### config.mk
export PLATFORM = sky130hd
export DESIGN_NAME = sdram_boot_seq
export DESIGN_NICKNAME = d
export VERILOG_FILES = /design/src/rtl/sdram_init_pkg.sv /design/src/rtl/sinit_wait_cnt.sv /design/src/rtl/sinit_fsm.sv /design/src/rtl/sinit_cmd_enc.sv /design/src/rtl/sinit_refresh_timer.sv /design/src/rtl/sdram_boot_seq.sv
export SDC_FILE = /design/constraint.sdc
export NUM_CORES = 1
export LEC_CHECK = 0
export BUFFER_PORTS_ARGS = -buffer_cell sky130_fd_sc_hd__buf_2
export CORE_MARGIN = 2
export CORE_UTILIZATION = 28
export CTS_CLUSTER_DIAMETER = 200
export DETAILED_ROUTE_END_ITERATION = 8
export PLACE_DENSITY = 0.52
export SYNTH_ARGS = -nofsm -noshare
export SYNTH_HDL_FRONTEND = slang
export SYNTH_SLANG_ARGS = --single-unit
### constraint.sdc
create_clock -name clk -period 3.54 [get_ports clk]
set_clock_uncertainty 0.1 [all_clocks]
set_input_delay 0.354 -clock clk [delete_from_list [all_inputs] [get_ports clk]]
set_output_delay 0.354 -clock clk [all_outputs]
set_load 0.05 [all_outputs]
### src/rtl/sdram_init_pkg.sv
// Shared types for the SDRAM bring-up sequencer.
// Assumes: commands are encoded as {cs_n, ras_n, cas_n, we_n}.
package sdram_init_pkg;

    typedef enum logic [3:0] {
        ST_LOAD,   // capture configuration
        ST_PWR,    // power-up NOP wait
        ST_PRE,    // precharge-all command
        ST_TRP,    // precharge recovery
        ST_REF,    // auto refresh command
        ST_TRFC,   // refresh recovery
        ST_MRS,    // mode-register set
        ST_TMRD,   // mode-set recovery
        ST_RUN     // normal operation
    } init_state_e;

    localparam logic [3:0] CMD_NOP = 4'b0111;
    localparam logic [3:0] CMD_PRE = 4'b0010;
    localparam logic [3:0] CMD_REF = 4'b0001;
    localparam logic [3:0] CMD_MRS = 4'b0000;

    // Largest of four wait lengths, used to size the shared wait counter.
    function automatic int unsigned max_of4(input int unsigned a, input int unsigned b,
                                            input int unsigned c, input int unsigned d);
        int unsigned m;
        m = a;
        if (b > m) m = b;
        if (c > m) m = c;
        if (d > m) m = d;
        return m;
    endfunction

endpackage

### src/rtl/sinit_wait_cnt.sv
// Down counter shared by every wait phase of the sequencer.
// Does: loads a start value and counts down to zero, then holds.
// Assumes: the caller loads (length-1), so a phase lasts `length` cycles.
module sinit_wait_cnt #(
    parameter int CNT_W = 8
) (
    input  logic             clk,
    input  logic             rst_n,
    input  logic             load,
    input  logic [CNT_W-1:0] load_val,
    output logic             expired
);
    logic [CNT_W-1:0] cnt;

    // Load on request, otherwise count down and stop at zero.
    always_ff @(posedge clk) begin
        if (!rst_n)              cnt <= '0;
        else if (load)           cnt <= load_val;
        else if (cnt != '0)      cnt <= cnt - 1'b1;
    end

    assign expired = (cnt == '0);
endmodule

### src/rtl/sinit_fsm.sv
// Sequencer state machine: power-up wait, precharge-all, N refreshes,
// mode set, each followed by its recovery wait, then run.
// Assumes: every wait length parameter is at least 1.
module sinit_fsm
    import sdram_init_pkg::*;
#(
    parameter int CNT_W     = 8,
    parameter int WAIT_CYC  = 16,
    parameter int T_RP      = 3,
    parameter int T_RFC     = 9,
    parameter int T_MRD     = 2,
    parameter int N_REFRESH = 8
) (
    input  logic             clk,
    input  logic             rst_n,
    input  logic             expired,
    output init_state_e      state,
    output logic             load,
    output logic [CNT_W-1:0] load_val
);
    localparam int REF_W = $clog2(N_REFRESH + 1);
    localparam logic [REF_W-1:0] REF_LAST = REF_W'(N_REFRESH);

    init_state_e      nxt;
    logic [REF_W-1:0] ref_cnt;
    logic             ref_inc;

    // Next-state and wait-counter load decision.
    always_comb begin
        nxt      = state;
        load     = 1'b0;
        load_val = '0;
        ref_inc  = 1'b0;
        case (state)
            ST_LOAD: begin
                nxt = ST_PWR; load = 1'b1; load_val = CNT_W'(WAIT_CYC - 1);
            end
            ST_PWR:  if (expired) nxt = ST_PRE;
            ST_PRE: begin
                nxt = ST_TRP; load = 1'b1; load_val = CNT_W'(T_RP - 1);
            end
            ST_TRP:  if (expired) nxt = ST_REF;
            ST_REF: begin
                nxt = ST_TRFC; load = 1'b1; load_val = CNT_W'(T_RFC - 1);
                ref_inc = 1'b1;
            end
            ST_TRFC: if (expired) nxt = (ref_cnt == REF_LAST) ? ST_MRS : ST_REF;
            ST_MRS: begin
                nxt = ST_TMRD; load = 1'b1; load_val = CNT_W'(T_MRD - 1);
            end
            ST_TMRD: if (expired) nxt = ST_RUN;
            ST_RUN:  nxt = ST_RUN;
            default: nxt = ST_LOAD;
        endcase
    end

    // State register.
    always_ff @(posedge clk) begin
        if (!rst_n) state <= ST_LOAD;
        else        state <= nxt;
    end

    // Count refreshes issued since reset.
    always_ff @(posedge clk) begin
        if (!rst_n)       ref_cnt <= '0;
        else if (ref_inc) ref_cnt <= ref_cnt + 1'b1;
    end
endmodule

### src/rtl/sinit_cmd_enc.sv
// Maps the sequencer state to SDRAM command pins, address and bank.
// Assumes: ADDR_W >= 11, so that address bit 10 exists for precharge-all.
module sinit_cmd_enc
    import sdram_init_pkg::*;
#(
    parameter int ADDR_W = 13,
    parameter int BANK_W = 2
) (
    input  init_state_e       state,
    input  logic [ADDR_W-1:0] mode_word,
    input  logic [BANK_W-1:0] mode_bank,
    output logic              cs_n,
    output logic              ras_n,
    output logic              cas_n,
    output logic              we_n,
    output logic [ADDR_W-1:0] addr,
    output logic [BANK_W-1:0] ba
);
    localparam logic [ADDR_W-1:0] ALL_BANKS = ADDR_W'(1) << 10;

    // One command per state; NOP everywhere else.
    always_comb begin
        {cs_n, ras_n, cas_n, we_n} = CMD_NOP;
        addr = '0;
        ba   = '0;
        case (state)
            ST_PRE: begin
                {cs_n, ras_n, cas_n, we_n} = CMD_PRE;
                addr = ALL_BANKS;
            end
            ST_REF: {cs_n, ras_n, cas_n, we_n} = CMD_REF;
            ST_MRS: begin
                {cs_n, ras_n, cas_n, we_n} = CMD_MRS;
                addr = mode_word;
                ba   = mode_bank;
            end
            default: ;
        endcase
    end
endmodule

### src/rtl/sinit_refresh_timer.sv
// Periodic refresh-request timer: a prescaler (divide by prescale+1)
// feeding a period counter; pulses req once per (prescale+1)*period clocks.
// Assumes: period >= 1; counting starts on the first clock with enable high.
module sinit_refresh_timer #(
    parameter int PRE_W = 8,
    parameter int PER_W = 16
) (
    input  logic             clk,
    input  logic             rst_n,
    input  logic             enable,
    input  logic [PRE_W-1:0] prescale,
    input  logic [PER_W-1:0] period,
    output logic             req
);
    logic [PRE_W-1:0] pc;
    logic [PER_W-1:0] rc;

    // Prescaler and period counters with a registered request pulse.
    always_ff @(posedge clk) begin
        if (!rst_n || !enable) begin
            pc  <= '0;
            rc  <= '0;
            req <= 1'b0;
        end else if (pc == prescale) begin
            pc <= '0;
            if (rc == period - 1'b1) begin
                rc  <= '0;
                req <= 1'b1;
            end else begin
                rc  <= rc + 1'b1;
                req <= 1'b0;
            end
        end else begin
            pc  <= pc + 1'b1;
            req <= 1'b0;
        end
    end
endmodule

### src/rtl/sdram_boot_seq.sv
// SDRAM power-up initialization sequencer (top).
// Does: captures the configuration, then drives the power-up wait,
// precharge-all, refreshes and mode set, then flags done and runs
// the refresh timer.
// Assumes: synchronous active-low reset; all wait lengths >= 1; ADDR_W >= 11.
module sdram_boot_seq
    import sdram_init_pkg::*;
#(
    parameter int ADDR_W    = 13,
    parameter int BANK_W    = 2,
    parameter int PRE_W     = 8,
    parameter int PER_W     = 16,
    parameter int WAIT_CYC  = 10000,
    parameter int T_RP      = 3,
    parameter int T_RFC     = 9,
    parameter int T_MRD     = 2,
    parameter int N_REFRESH = 8
) (
    input  logic              clk,
    input  logic              rst_n,
    input  logic [ADDR_W-1:0] cfg_mode_word,
    input  logic [BANK_W-1:0] cfg_mode_bank,
    input  logic [PRE_W-1:0]  cfg_ref_prescale,
    input  logic [PER_W-1:0]  cfg_ref_period,
    output logic              sd_cs_n,
    output logic              sd_ras_n,
    output logic              sd_cas_n,
    output logic              sd_we_n,
    output logic [ADDR_W-1:0] sd_addr,
    output logic [BANK_W-1:0] sd_ba,
    output logic              init_done,
    output logic              ref_en,
    output logic              ref_req
);
    localparam int MAX_WAIT = max_of4(WAIT_CYC, T_RP, T_RFC, T_MRD);
    localparam int CNT_W    = $clog2(MAX_WAIT + 1);

    init_state_e       state;
    logic              cnt_load;
    logic [CNT_W-1:0]  cnt_val;
    logic              cnt_expired;
    logic [ADDR_W-1:0] mode_q;
    logic [BANK_W-1:0] bank_q;
    logic [PRE_W-1:0]  pre_q;
    logic [PER_W-1:0]  per_q;

    // Capture the configuration once, before any command is issued.
    always_ff @(posedge clk) begin
        if (!rst_n) begin
            mode_q <= '0;
            bank_q <= '0;
            pre_q  <= '0;
            per_q  <= '0;
        end else if (state == ST_LOAD) begin
            mode_q <= cfg_mode_word;
            bank_q <= cfg_mode_bank;
            pre_q  <= cfg_ref_prescale;
            per_q  <= cfg_ref_period;
        end
    end

    sinit_fsm #(
        .CNT_W(CNT_W), .WAIT_CYC(WAIT_CYC), .T_RP(T_RP),
        .T_RFC(T_RFC), .T_MRD(T_MRD), .N_REFRESH(N_REFRESH)
    ) u_fsm (
        .clk(clk), .rst_n(rst_n), .expired(cnt_expired),
        .state(state), .load(cnt_load), .load_val(cnt_val)
    );

    sinit_wait_cnt #(.CNT_W(CNT_W)) u_wait (
        .clk(clk), .rst_n(rst_n), .load(cnt_load),
        .load_val(cnt_val), .expired(cnt_expired)
    );

    sinit_cmd_enc #(.ADDR_W(ADDR_W), .BANK_W(BANK_W)) u_enc (
        .state(state), .mode_word(mode_q), .mode_bank(bank_q),
        .cs_n(sd_cs_n), .ras_n(sd_ras_n), .cas_n(sd_cas_n), .we_n(sd_we_n),
        .addr(sd_addr), .ba(sd_ba)
    );

    assign init_done = (state == ST_RUN);
    assign ref_en    = (state == ST_RUN);

    sinit_refresh_timer #(.PRE_W(PRE_W), .PER_W(PER_W)) u_rtmr (
        .clk(clk), .rst_n(rst_n), .enable(ref_en),
        .prescale(pre_q), .period(per_q), .req(ref_req)
    );
endmodule

==> Word-level counts from Yosys, hierarchy flattened <==
Cells that the tools add are included.
{ "word_totals": {"n_memories": 0, "inputBits": 41, "out_inout_bits": 22, "ram_bits": 0, "latch_bits": 0, "elab_cells": 63, "ff_bits": 86, "rom_bits": 0} }
{ "op_classes": {"n_eq_ne": 15, "addsub": 5, "bitwise_logic": 1, "shifts": 0, "n_reduce_logical": 14, "div_mod_pow": 0, "n_mul": 0, "order_cmp": 0, "n_mux": 18} }
{ "op_table": {"columns": ["op", "count"], "rows": [
  ["case mux 14 bit (4 select lines)", 1],
  ["case mux 4 bit (9 select lines)", 1],
  ["two-way mux 14 bit", 2],
  ["case mux 13 bit (2 select lines)", 1],
  ["adder 16 x 1 -> 16 bit, second input constant", 1],
  ["equality test 16 bit", 1],
  ["equality test 4 x 3 -> 1 bit, second input constant", 4],
  ["two-way mux 16 bit", 1],
  ["two-way mux 4 bit", 4],
  ["subtractor 16 x 1 -> 16 bit, second input constant", 1],
  ["zero test 14 bit", 1],
  ["nonzero test 14 bit", 1],
  ["subtractor 14 x 1 -> 14 bit, second input constant", 1],
  ["adder 8 x 1 -> 8 bit, second input constant", 1],
  ["equality test 4 x 2 -> 1 bit, second input constant", 2],
  ["equality test 4 bit, second input constant", 2],
  ["equality test 8 bit", 1],
  ["!= test 2 bit, second input constant", 4],
  ["OR reduction 2 bit", 4],
  ["two-way mux 1 bit", 6],
  ["adder 4 x 1 -> 4 bit, second input constant", 1],
  ["equality test 4 x 1 -> 1 bit, second input constant", 1],
  ["zero test 4 bit", 1],
  ["two-way mux 2 bit", 2],
  ["7 further kinds", 8]
]} }

==> Logic depth before layout (Yosys ltp) <==
{ "depth": {"ltp_word": 4, "depth_mapped": 11, "ltp_nobuf": 8} }

==> By module <==
A second synthesis with hierarchy kept.
{ "unflattened": {"cells_unflattened": 587, "area_unflattened_um2": 4857.2} }
{ "by_module_without_submodules": {"columns": ["module", "cells_each", "instances", "area_per_inst_um2"], "rows": [
  ["sinit_refresh_timer", 231, 1, 1778.0],
  ["sdram_boot_seq", 172, 1, 1576.5],
  ["sinit_wait_cnt", 101, 1, 820.8],
  ["sinit_fsm", 59, 1, 511.7],
  ["sinit_cmd_enc", 24, 1, 170.2]
]} }

==> Least setup slack after synthesis <==
No wires, ideal clock.
{ "synth_path": {"kind": "reg2reg", "startpoint": "reg u_fsm.state[0]", "endpoint": "reg u_rtmr.rc[0]", "required_ps": 3364, "path_stages_with_launch": 6, "t_arrival_ps": 3455, "setup_slack_ps": -91, "path_cell_list": "dfxtp_1 -> clkbuf_1 -> nor4b_1 -> nand2_1 -> or3_1 -> o22ai_1"} }
{ "synth_via": {"elab_chain_cells": 3} }
{ "synth_rtl": {"columns": ["item", "line_no", "source"], "rows": [
  ["from (decl)", "sinit_fsm.sv:17", "output init_state_e state,"],
  ["from (signal assigned)", "sinit_fsm.sv:60", "else state <= nxt;"],
  ["equality test 4 bit", null, null],
  ["named net init_done", "sdram_boot_seq.sv:31", "output logic init_done,"],
  ["zero test 1 bit", "sinit_refresh_timer.sv:20", "if (!rst_n || !enable) begin"],
  ["logical OR 1 bit", "sinit_refresh_timer.sv:20", null],
  ["to (signal assigned)", "sinit_refresh_timer.sv:30", "rc <= rc + 1'b1;"],
  ["to (decl)", "sinit_refresh_timer.sv:16", "logic [PER_W-1:0] rc;"]
]} }
The timed path passes the listed nets, and every way through them passes these cells.
A chain may end at the register's enable or synchronous reset.

==> Worst setup path after layout <==
{ "layout_path": {"startpoint": "reg per_q[0]", "endpoint": "reg u_rtmr.rc[7]"} }
{ "layout_via": {"elab_chain_cells": 3} }
{ "layout_rtl": {"columns": ["item", "line_no", "source"], "rows": [
  ["from (decl)", "sdram_boot_seq.sv:45", "logic [PER_W-1:0] per_q;"],
  ["from (signal assigned)", "sdram_boot_seq.sv:58", "per_q <= cfg_ref_period;"],
  ["subtractor 16 x 1 -> 16 bit", "sinit_refresh_timer.sv:26", "if (rc == period - 1'b1) begin"],
  ["equality test 16 bit", "sinit_refresh_timer.sv:26", null],
  ["two-way mux 16 bit", "sinit_refresh_timer.sv:26", null]
]} }
Every way passes these cells.

==> flow_summary.json <==
{
  "die_y_um": 132,
  "worstReg2RegStart": "per_q[0]$_SDFFE_PN0P_",
  "yosysSeqAreaShare_pct": 37.6,
  "setup_tns_ns": 0,
  "grt_overflow": 0,
  "drv_slew": 0,
  "fin_cells": 829,
  "synth-simple-area-share_pct": 28.3,
  "dpl.hpwl_mm": 8.37,
  "synth_xor_area_share_pct": 11.3,
  "critPathCaptureType": "register",
  "synth_area_leaders": "dfxtp_1, nand2_1, a21boi_0",
  "max_freq_ghz": 0.330,
  "start_kind": "register",
  "whs_ns": 0.158,
  "cts_tree": "yes",
  "routed_via_density": 4.82,
  "mostFrequentLayoutCells": "nand2_1, dfxtp_1, buf_2",
  "syn2layout_area_growth_pct": 18.3,
  "grt_pass1_wl_mm": 19.1,
  "synth.area.mux_share_pct": 0.219,
  "post_cts_buffers": 0,
  "cts.root.buffer_cell": "clkbuf_16",
  "timing.final.ws_setup_ns": 0.512,
  "yosysTopAreaCell": "dfxtp_1",
  "fin_crit_ns": 3.03,
  "power_density_nw_per_um2": 453,
  "async_flop_share_pct": 0,
  "die-area_um2": 17400,
  "ioPinCount": 63,
  "worstSetupPathType": "reg -> reg",
  "pre_cts_slack_ns": 0.539,
  "crit_start": "per_q[0]$_SDFFE_PN0P_",
  "rows": 46,
  "clk_latency_ns": 0.34,
  "final_hold_viol_count": 0,
  "worstPathRequired_ns": 3.66,
  "grt_start_max_net_pins": 38,
  "hp-start": "cfg_mode_bank[1]",
  "synth_fa_ha_area_share_pct": 1.64,
  "layout.nets": 655,
  "placed_cells_incl_taps": 813,
  "num_vias": 3997,
  "synth_top_family_by_area": "simple AND/OR/NAND/NOR gates",
  "p_leak_nw": 2.09,
  "drive_above_1_share_pct": 15.3,
  "gr-usage-all-layers_pct": 13.5,
  "postCtsResizedCells": 0,
  "drv_cap": 0,
  "dr.pass1.iters": 4,
  "synthCells": 561,
  "outcome": "finished, final reports clean",
  "ys_seq_elements": 86,
  "netlist.area_leader.share_pct": 37.6,
  "port_buffers": 61,
  "max_slew.worst_pin.slew_ns": 0.775,
  "routed_wl_mm": 11.5,
  "antennaDiodeCount": 0,
  "worst_slew_margin_rel_pct": 47.8,
  "vdd_drop_max_mv": 0.223,
  "start_util_pct": 28.7,
  "cts.clk_slew.worst_paths_ns": 0.06,
  "synth_edf_count": 0,
  "ys.flop_type": "dfxtp_1",
  "routedWlPerCell_um": 13.9,
  "clock-sinks": 86,
  "syn-num-nets": 608,
  "core_um2": 15900,
  "arrival_ns": 3.15,
  "fp.dieW_um": 132,
  "antenna_left": 0,
  "final_common_cell": "nand2_1",
  "fin_total_pwr_mw": 2.46,
  "placed_area_um2": 5080,
  "grt_pass1_vias": 3930,
  "yosys.cell_types.count": 56,
  "cts_htree_levels": 3,
  "cp_max_fo": 10,
  "final_min_period_over_clock_period_pct": 85.6,
  "postLayoutCellArea_um2": 5420,
  "fin_util_pct": 34.0,
  "antenna_found_initial": 0,
  "gp_congestion": 0.818,
  "yosys_warnings": 0,
  "syn-mean-instance-area_um2": 8.16,
  "synth_compound_area_share_pct": 16.7,
  "hold_class": "in -> reg",
  "dr.first_iter.drc_count": 256,
  "drc_errors": 0,
  "finalSetupViolCount": 0,
  "cts_made_buffers": 9,
  "clk_path_buf_depth": 2,
  "syn_area_um2": 4580,
  "hold_buffers": 0,
  "rsz0062_at_grt": "no"
}
sequential cells by signal (all words and copies together) (netlist names):
| register | cells |
|---|---|
| u_rtmr.pc | 8 |
| u_fsm.ref_cnt | 4 |
| mode_q | 13 |
| u_rtmr.req | 1 |
| u_wait.cnt | 14 |
| u_rtmr.rc | 16 |
| bank_q | 2 |
| u_fsm.state | 4 |
| pre_q | 8 |
| per_q | 16 |
cells in the mapped netlist, drive strengths merged, types with 3 or more instances:
master and n:
clkbuf 29, and3 4, a21oi 13, nor2b 10
dfxtp 86, nand2 99, and2 24, nor3 19
a211oi 15, ha 6, nor4 11, buf 5
nor4b 6, o211ai 3, o21ai 13, nand3 15
xor2 30, nor2 36, inv 11, nand2b 3
xnor2 29, o21a 3, nand4 10, or3 6
or4 4, a21boi 43
logic make-up after synthesis:
| group | count (synthesis) |
|---|---|
| xor gates and xnor gates | 59 |
| other | 1 |
| AOI/OAI and AO/OA | 106 |
| DFF | 86 |
| adders and majority gates | 6 |
| and+or+nand+nor | 257 |
| muxes | 1 |
| buffers and inverters | 45 |
layout make-up:
type | instances | area [µm²]
Sequential cell | 86 | 1720
Timing Repair Buffer | 70 | 373
Clock inverter | 4 | 77.6
Inverter | 11 | 41.3
Tap cell | 216 | 270
Multi-Input combinational cell | 430 | 2680
Fill cell | 1697 | 10500
Clock buffer | 12 | 256
worst max-delay path, cell delays in order, from the launching register on:
cell	delay, ns
dfxtp_1	0.38
inv_1	0.08
ha_1	0.24
or4b_1	0.64
a21boi_0	0.21
nor4b_1	0.35
nand4_1	0.19
nor4_4	0.36
buf_4	0.26
a211oi_1	0.08
report_power, final:
group | internal [mW] | switching, mW | leakage [nW]
clock network | 0.661 | 0.392 | 0.163
registers | 1.01 | 0.0509 | 0.703
logic | 0.142 | 0.197 | 1.22
layer usage:
metal / part of all wire (%) / track usage (%) / vias to the layer above / wire (µm)
met1: 45 / 15.8 / 1864 / 5150
met2: 49 / 23.6 / 93 / 5660
met3: 4.3 / 3.81 / 11 / 492
met4: 1.7 / 4.53 / 0 / 192
li1: - / - / 2029 / -
met5: 0 / 0 / - / 0
worst paths after layout:
path,cells past startpoint,end,slack [ns]
worst min register to register,2,mode_q[4]$_SDFFE_PN0P_,0.36
worst min-delay path,3,bank_q[1]$_SDFFE_PN0P_,0.16
worst max register to register,9,u_rtmr.rc[7]$_SDFFE_PP0N_,0.51
worst max-delay path,9,u_rtmr.rc[7]$_SDFFE_PP0N_,0.51
Power figures use the tool's default switching activity.
